$ cat src/rtl/fnr_pkg.sv
package fnr_pkg;

    localparam int LANES = 4;

    typedef enum logic [1:0] {
        BUS_WORD = 2'd0,
        BUS_HALF = 2'd1,
        BUS_BYTE = 2'd2,
        BUS_RSVD = 2'd3
    } bus_mode_e;

    // index of the final piece of a word for each port width
    function automatic logic [1:0] last_piece(bus_mode_e m);
        case (m)
            BUS_HALF: return 2'd1;
            BUS_BYTE: return 2'd3;
            default:  return 2'd0;
        endcase
    endfunction

endpackage

$ cat src/rtl/fnr_sync.sv
module fnr_sync #(
    parameter int STAGES = 2
) (
    input  logic clk,
    input  logic rst_n,
    input  logic d,
    output logic q
);
    logic [STAGES-1:0] chain_q;

    always_ff @(posedge clk) begin
        if (!rst_n) chain_q <= '0;
        else        chain_q <= {chain_q[STAGES-2:0], d};
    end

    assign q = chain_q[STAGES-1];
endmodule

$ cat src/rtl/fnr_unpack.sv
module fnr_unpack
    import fnr_pkg::*;
#(
    parameter int LANE_W = 9,
    localparam int WORD_W = LANES * LANE_W
) (
    input  logic [WORD_W-1:0] word,
    input  bus_mode_e         mode,
    input  logic              little,
    input  logic [1:0]        idx,
    output logic [WORD_W-1:0] piece
);
    logic [LANE_W-1:0] lane [LANES];
    logic [1:0]        bsel;
    logic              hsel;

    // lane 3 is the most significant lane (A), lane 0 the least (D)
    for (genvar g = 0; g < LANES; g++) begin : g_lane
        assign lane[g] = word[g*LANE_W +: LANE_W];
    end

    assign bsel = little ? idx : (2'd3 - idx);
    assign hsel = little ? idx[0] : ~idx[0];

    always_comb begin
        piece = '0;
        case (mode)
            BUS_HALF: piece[2*LANE_W-1:0] = {lane[{hsel, 1'b1}], lane[{hsel, 1'b0}]};
            BUS_BYTE: piece[LANE_W-1:0]   = lane[bsel];
            default:  piece               = word;
        endcase
    end
endmodule

$ cat src/rtl/fnr_rd.sv
module fnr_rd
    import fnr_pkg::*;
#(
    parameter int LANE_W      = 9,
    parameter int SYNC_STAGES = 2,
    localparam int WORD_W     = LANES * LANE_W
) (
    input  logic              clk,
    input  logic              rst_n,
    input  logic [1:0]        cfg_mode,
    input  logic              cfg_little,
    input  logic              cfg_fwft,
    input  logic              st_avail,
    input  logic [WORD_W-1:0] st_data,
    output logic              st_pop,
    input  logic              rd_csn,
    input  logic              rd_rnw,
    input  logic              rd_en,
    output logic [WORD_W-1:0] dout,
    output logic              rdy
);
    typedef struct packed {
        bus_mode_e              mode;
        logic                   little;
        logic                   fwft;
        logic [SYNC_STAGES-1:0] hold;
        logic [WORD_W-1:0]      word;
        logic                   full;
        logic [1:0]             idx;
        logic [WORD_W-1:0]      dq;
    } rd_state_t;

    rd_state_t         st_q, st_d;
    logic              pop;
    logic              rd_acc;
    logic              at_last;
    logic              avail_sync;
    logic              avail_ok;
    logic              fwft_q;
    logic [WORD_W-1:0] piece;

    fnr_sync #(.STAGES(SYNC_STAGES)) u_sync (
        .clk   (clk),
        .rst_n (rst_n),
        .d     (st_avail),
        .q     (avail_sync)
    );

    fnr_unpack #(.LANE_W(LANE_W)) u_unpack (
        .word   (st_q.word),
        .mode   (st_q.mode),
        .little (st_q.little),
        .idx    (st_q.idx),
        .piece  (piece)
    );

    // a synced not-empty level is stale for SYNC_STAGES cycles after a pop
    assign avail_ok = avail_sync & ~|st_q.hold;
    assign at_last  = (st_q.idx == last_piece(st_q.mode));
    assign rd_acc   = ~rd_csn & rd_rnw & rd_en & st_q.full;
    assign fwft_q   = st_q.fwft;

    always_comb begin
        st_d = st_q;
        pop  = 1'b0;
        if (rd_acc) begin
            if (!st_q.fwft) st_d.dq = piece;
            if (at_last) begin
                st_d.idx = '0;
                if (avail_ok) begin
                    pop       = 1'b1;
                    st_d.word = st_data;
                end else begin
                    st_d.full = 1'b0;
                end
            end else begin
                st_d.idx = st_q.idx + 2'd1;
            end
        end else if (!st_q.full && avail_ok) begin
            pop       = 1'b1;
            st_d.word = st_data;
            st_d.full = 1'b1;
            st_d.idx  = '0;
        end
        st_d.hold = {st_q.hold[SYNC_STAGES-2:0], pop};
    end

    always_ff @(posedge clk) begin
        if (!rst_n) begin
            st_q        <= '0;
            st_q.mode   <= bus_mode_e'(cfg_mode);
            st_q.little <= cfg_little;
            st_q.fwft   <= cfg_fwft;
        end else begin
            st_q <= st_d;
        end
    end

    assign dout   = st_q.fwft ? piece : st_q.dq;
    assign rdy    = st_q.full;
    assign st_pop = pop;
endmodule

$ cat config.mk
export PLATFORM = sky130hd
export DESIGN_NAME = fnr_rd
export DESIGN_NICKNAME = d
export VERILOG_FILES = /design/src/rtl/fnr_pkg.sv /design/src/rtl/fnr_sync.sv /design/src/rtl/fnr_unpack.sv /design/src/rtl/fnr_rd.sv
export SDC_FILE = /design/constraint.sdc
export NUM_CORES = 1
export LEC_CHECK = 0
export BUFFER_PORTS_ARGS = -buffer_cell sky130_fd_sc_hd__buf_4
export CAP_MARGIN = 20
export CORE_MARGIN = 2
export CORE_UTILIZATION = 40
export CTS_BUF_LIST = sky130_fd_sc_hd__clkbuf_4 sky130_fd_sc_hd__clkbuf_8 sky130_fd_sc_hd__clkbuf_16
export DETAILED_ROUTE_END_ITERATION = 7
export GPL_TIMING_DRIVEN = 0
export HOLD_SLACK_MARGIN = 0.08
export PLACE_DENSITY_LB_ADDON = 0.15
export REMOVE_ABC_BUFFERS = 1
export SYNTH_ARGS = -nofsm -noshare
export SYNTH_HDL_FRONTEND = slang
export SYNTH_SLANG_ARGS = --single-unit
$ cat constraint.sdc
create_clock -name clk -period 2.13 [get_ports clk]
set_input_delay 0.426 -clock clk [delete_from_list [all_inputs] [get_ports clk]]
set_output_delay 0.426 -clock clk [all_outputs]
set_load 0.1 [all_outputs]
Word level (Yosys, flattened, before mapping)

Cells that the tools add are included.

Word-level logic and storage cells: 65
Flip-flop bits (word level): 83
Input port bits: 46
Output and inout bits: 38

Order comparisons: 3
Mux-type cells: 26
Equality and inequality tests: 6
$add $sub $neg: 2
Reductions and logical operators: 9
Bitwise operators: 10

Operator list:

| kind                | count |
|---|---|
| $mux 39             | 2 |
| $mux 36             | 2 |
| $bmux 9 s2          | 3 |
| $mux 9              | 6 |
| $mux 37             | 1 |
| $pmux 9 s2          | 2 |
| $mux 18             | 1 |
| $ge 3x3->1 const B  | 3 |
| $not 2->3           | 3 |
| $mux 1              | 6 |
| $reduce_and 3->1    | 2 |
| $and 1x1->1         | 4 |
| $mux 2              | 2 |
| $ne 2x1->1 const B  | 2 |
| $pmux 2 s2          | 1 |
| $reduce_or 2->1     | 2 |
| $not 1->1           | 3 |
| $add 2x1->2 const B | 1 |
| $eq 2x1->1 const B  | 1 |
| $eq 2x2->1          | 1 |
| $eq 2x2->1 const B  | 1 |
| $logic_not 1->1     | 2 |
| $ne 2x2->1 const B  | 1 |
| $reduce_and 2->1    | 1 |
| 3 further kinds     | 3 |

Logic depth before layout (Yosys ltp)

Depth in word-level cells: 8
Gate-level depth with buffers: 9
Gate-level depth less buffers: 7

Cells and area by module

Synthesis repeated with hierarchy kept, for this count alone.

Cell total of the unflattened synthesis: 567
Area total of the unflattened synthesis: 4742.0 sq um

By module, submodules not included:

| module     | instances | area an instance (sq um) | cells an instance | sequential area each (sq um) |
|---|---|---|---|---|
| fnr_rd     | 1         | 3442.1                   | 384               | 1661.6 |
| fnr_unpack | 1         | 1247.4                   | 179               | 0.0 |
| fnr_sync   | 1         | 52.6                     | 4                 | 40.0 |

Worst setup path after synthesis

OpenSTA, ideal clock, no wires.

Path kind: register to output
From: register, netlist name st_d[79]
To: output port dout[0]
Setup slack: -1394 ps
Path buffers: 1
Data arrival time: 3098 ps
Required time: 1704 ps
Cell stages (with the launch flop): 7
Cell sequence: edfxtp_1 -> inv_1 -> ha_1 -> clkbuf_1 -> nor2b_1 -> o21ai_1 -> a31oi_1

Longest elaborated chain between the ends: 3
Elaborated cells on any way between the ends: 4
Those cells by class: 2 x eq/ne; 2 x mux

Ends and longest elaborated chain:

| element                                  | RTL line         | text |
|---|---|---|
| $eq 2x2->1 or $eq 2x1->1 (tied branches) | fnr_unpack.sv:27 | `case (mode)` |
| $pmux 9 s2 *                             | fnr_unpack.sv:27 |  |
| $mux 36 *                                | fnr_rd.sv:99     | `assign dout = st_q.fwft ? piece : st_q.dq;` |
| to (decl)                                | fnr_rd.sv:19     | `output logic [WORD_W-1:0] dout,` |

Every way passes the cells marked *; elsewhere a longest branch is shown, timed or not.

Final worst setup path

From: register, netlist name st_d[78]
To: output port dout[1]

Longest elaborated chain between the ends: 7
Elaborated cells on any way between the ends: 12
Those cells by class: 10 x mux; 2 x bitwise

Ends and longest elaborated chain:

| element                                 | RTL line |
|---|---|
| $mux 2 or $mux 1 (tied branches)        | fnr_unpack.sv:22, fnr_unpack.sv:23 |
| $not 2->3 (on tied branches)            | fnr_unpack.sv:29, fnr_unpack.sv:28 |
| $bmux 9 s2 (on tied branches)           | fnr_unpack.sv:29, fnr_unpack.sv:28 |
| $mux 9 (on tied branches) (2 in series) | fnr_unpack.sv:29, fnr_unpack.sv:28 |
| $pmux 9 s2 *                            | fnr_unpack.sv:27 |
| $mux 36 *                               | fnr_rd.sv:99 |

Every way passes the cells marked *; elsewhere a longest branch is shown, timed or not. The select of a mux whose other input is x is not followed.

==> results.ini <==
[status]
status = complete, but fails checks
violations = negative setup slack

[critical_path]
crit_buf_inv = 4
crit_family = buffers and inverters
crit_arrival_ns = 2.23
r2r-end = st_q[50]
rrSetupSlack_ns = -0.17
slowest_stage = edfxtp_1
start_kind = flip-flop
path_cells = buf_6, buf_6, nor2b_4, buf_8, a221oi_2, nor2_1, o21ai_2, a31oi_2, buf_6
reg2reg_from = st_d[80]
cpMostUsedCell = buf_6
worst-setup-path-type = reg -> out
worstPathRequired_ns = 1.70
worstPathMaxFanout = 8
crit_cells = 9
slowest_delay_ns = 0.44
worst_setup_path_end_kind = output pin
reg2regPathDepth = 11

[worst_hold_path]
min_from = cfg_fwft
whs_endpoint = fwft_q
hold_depth = 1
hold_path_class = in -> reg

[yosys]
yosys.cell_count.top_type = dfxtp_1
ys_seq_area_share_pct = 39.2
postSynthCellCount = 546
netlist_area_um2 = 4340
ys_types = 42
synth.avg_cell_area_um2 = 7.95
yosysWarningCount = 0
ys_top_cells_by_count = dfxtp_1, nand3_1, nand2_1, a21oi_1
synth.top_cells.by_area = dfxtp_1, nand3_1, a221oi_1
ys_ff_latch = 83
ys.flop_type = dfxtp_1
yosys.area.top_type = dfxtp_1
synth_edf_count = 4
synth_top_area_share_pct = 36.4
synth_async_sr_flop_share_pct = 0

[layout]
drive_gt1_share_pct = 46.5
regArea_um2 = 1710
multiInputGateArea_um2 = 2950
diodes = 0
syn_to_final_growth_pct = 59.4
nNetsFinal = 692
fill_cells = 886
fin_util_pct = 64.7

[drt]
drtIter0Drc = 279
ant_nets = 0
vias = 4655
drcViolationCount = 0
detail_route.wirelength_um = 15500
wl_met2_um = 7690
viasPerCell = 5.90
wire_per_inst_um = 19.6
highest_layer = met4
wl_met3_um = 954
m1WireLength_um = 6520
dr.pass1.iters = 5

[clock_network]
clock-sinks = 83
clk_pin_slew_ns = 0.09
cts-root-buf = clkbuf_8
tritoncts = done
hold_buffers = 0
clock_latency_ns = 0.37
clockBufferDepth = 2
cts_max_level = 3
numCtsBuffers = 9

[sta]
finalCritPeriodShare_pct = 125
slew_violations = 0
finClkSkew_ns = 0.0111
rsz0062_at_grt = yes
fin_ws_ns = -0.523
period_minus_slack_ns = 2.65
slew_headroom_pct = 33.1
tightest_slew_ns = 1.00
finalSetupViolCount = 59
tns_ns = -13.87
final_hold_viol_count = 0
max_freq_ghz = 0.377

[place]
place_hpwl_um = 7620
numPortBuffers = 83
gp_congestion = 0.745

[die]
coreArea_um2 = 10700
die_w_um = 108
initial_core_util_pct = 40.6
die-area_um2 = 11700
rows = 38
die_y_um = 108
num_io_pins = 84

[global_routing]
grt_pass1_vias = 4238
grt_pass1_wl_um = 21900
grtUsageTotal_pct = 24.1
grt_start_max_net_pins = 95
antenna_found_initial = 0
grt_overflow = 0

[power_and_ir_drop]
powerDensity_nw_per_um2 = 578
power_leakage_uw = 0.00252
peakVddDrop_mv = 0.291

[run]
drv_cap = 0

==> routing by layer <==
metal	track usage, %	vias to the layer above
met2	39.0	197
met4	9.25	0
met3	2.77	24
li1	-	2179
met1	32.9	2255
met5	0	-
==> how the worst max path moves through the flow <==
| stage | endpoint | from | slack [ns] |
|---|---|---|---|
| 6_report | dout[1] | st_d[78] | -0.52 |
| 5_1_grt | dout[1] | st_d[78] | -0.58 |
| 4_1_cts | st_pop | st_d[80] | -0.47 |
| 3_5_place_dp | dout[2] | st_q[36] | -1.27 |
| 3_3_place_gp | st_pop | st_d[80] | -3.44 |
| 2_1_floorplan | st_pop | st_d[80] | -3.19 |
==> layout by cell type (no fill, tap or decap), drive strengths merged, types with 3 or more instances in the layout <==
cell type,synthesis,routed
clkbuf,27,17
a31oi,16,16
clkinv,1,3
buf,28,134
dfxtp,79,79
nor2,40,40
a21oi,42,42
edfxtp,4,4
o21ai,82,82
nor2b,3,3
nand2,55,55
a22oi,17,17
inv,22,24
nand3,73,75
and2,4,4
a221oi,34,34
==> final cells by class <==
cell class	count	area share, %
Clock buffer	12	2.30
Multi-Input combinational cell	387	42.7
Timing Repair Buffer	140	26.2
Sequential cell	83	24.7
Tap cell	140	2.53
Clock inverter	4	0.325
Inverter	23	1.32
==> sequential cells by signal, summed over array words and instances (netlist names) <==
| signal | flops |
|---|---|
| st_q | 75 |
| st_d | 4 |
| u_sync.chain_q | 2 |
| fwft_q | 1 |
| rdy | 1 |
==> through the flow <==
stage / hold slack, ns / power [µW] / setup WS [ns] / std cells / area [µm²]
after global placement: 0.415 / 2390 / -3.44 / 714 / 4810
after floorplan: 0.412 / 2170 / -3.19 / 491 / 4010
after global routing: 0.232 / 4110 / -0.581 / 789 / 6920
after CTS: 0.227 / 3790 / -0.467 / 772 / 6160
final: 0.230 / 4000 / -0.523 / 789 / 6920
after detailed placement: 0.422 / 2440 / -1.27 / 721 / 4970
==> logic make-up (layout without fill, tap and decap cells) <==
kind of cell	after synthesis	in the layout	synth area share, %
buffers and inverters	78	179	9.63
AOI/OAI and AO/OA	195	195	29.6
adders and majority gates	2	2	0.576
DFF	83	83	39.2
xor gates and xnor gates	3	3	0.605
and+or+nand+nor	185	187	20.4
==> power by group <==
group	switching [µW]	internal (µW)
logic	735	513
registers	61.7	1600
clock network	591	499
==> repair_timing <==
| item | in CTS | in global routing |
|---|---|---|
| buffers inserted | 29 | 15 |
| pin swaps | 30 | 22 |
| gates cloned | 6 | 5 |
| resized for setup | 157 | 130 |
| setup endpoints to repair | 93 | 74 |
Power figures use the tool's default switching activity.
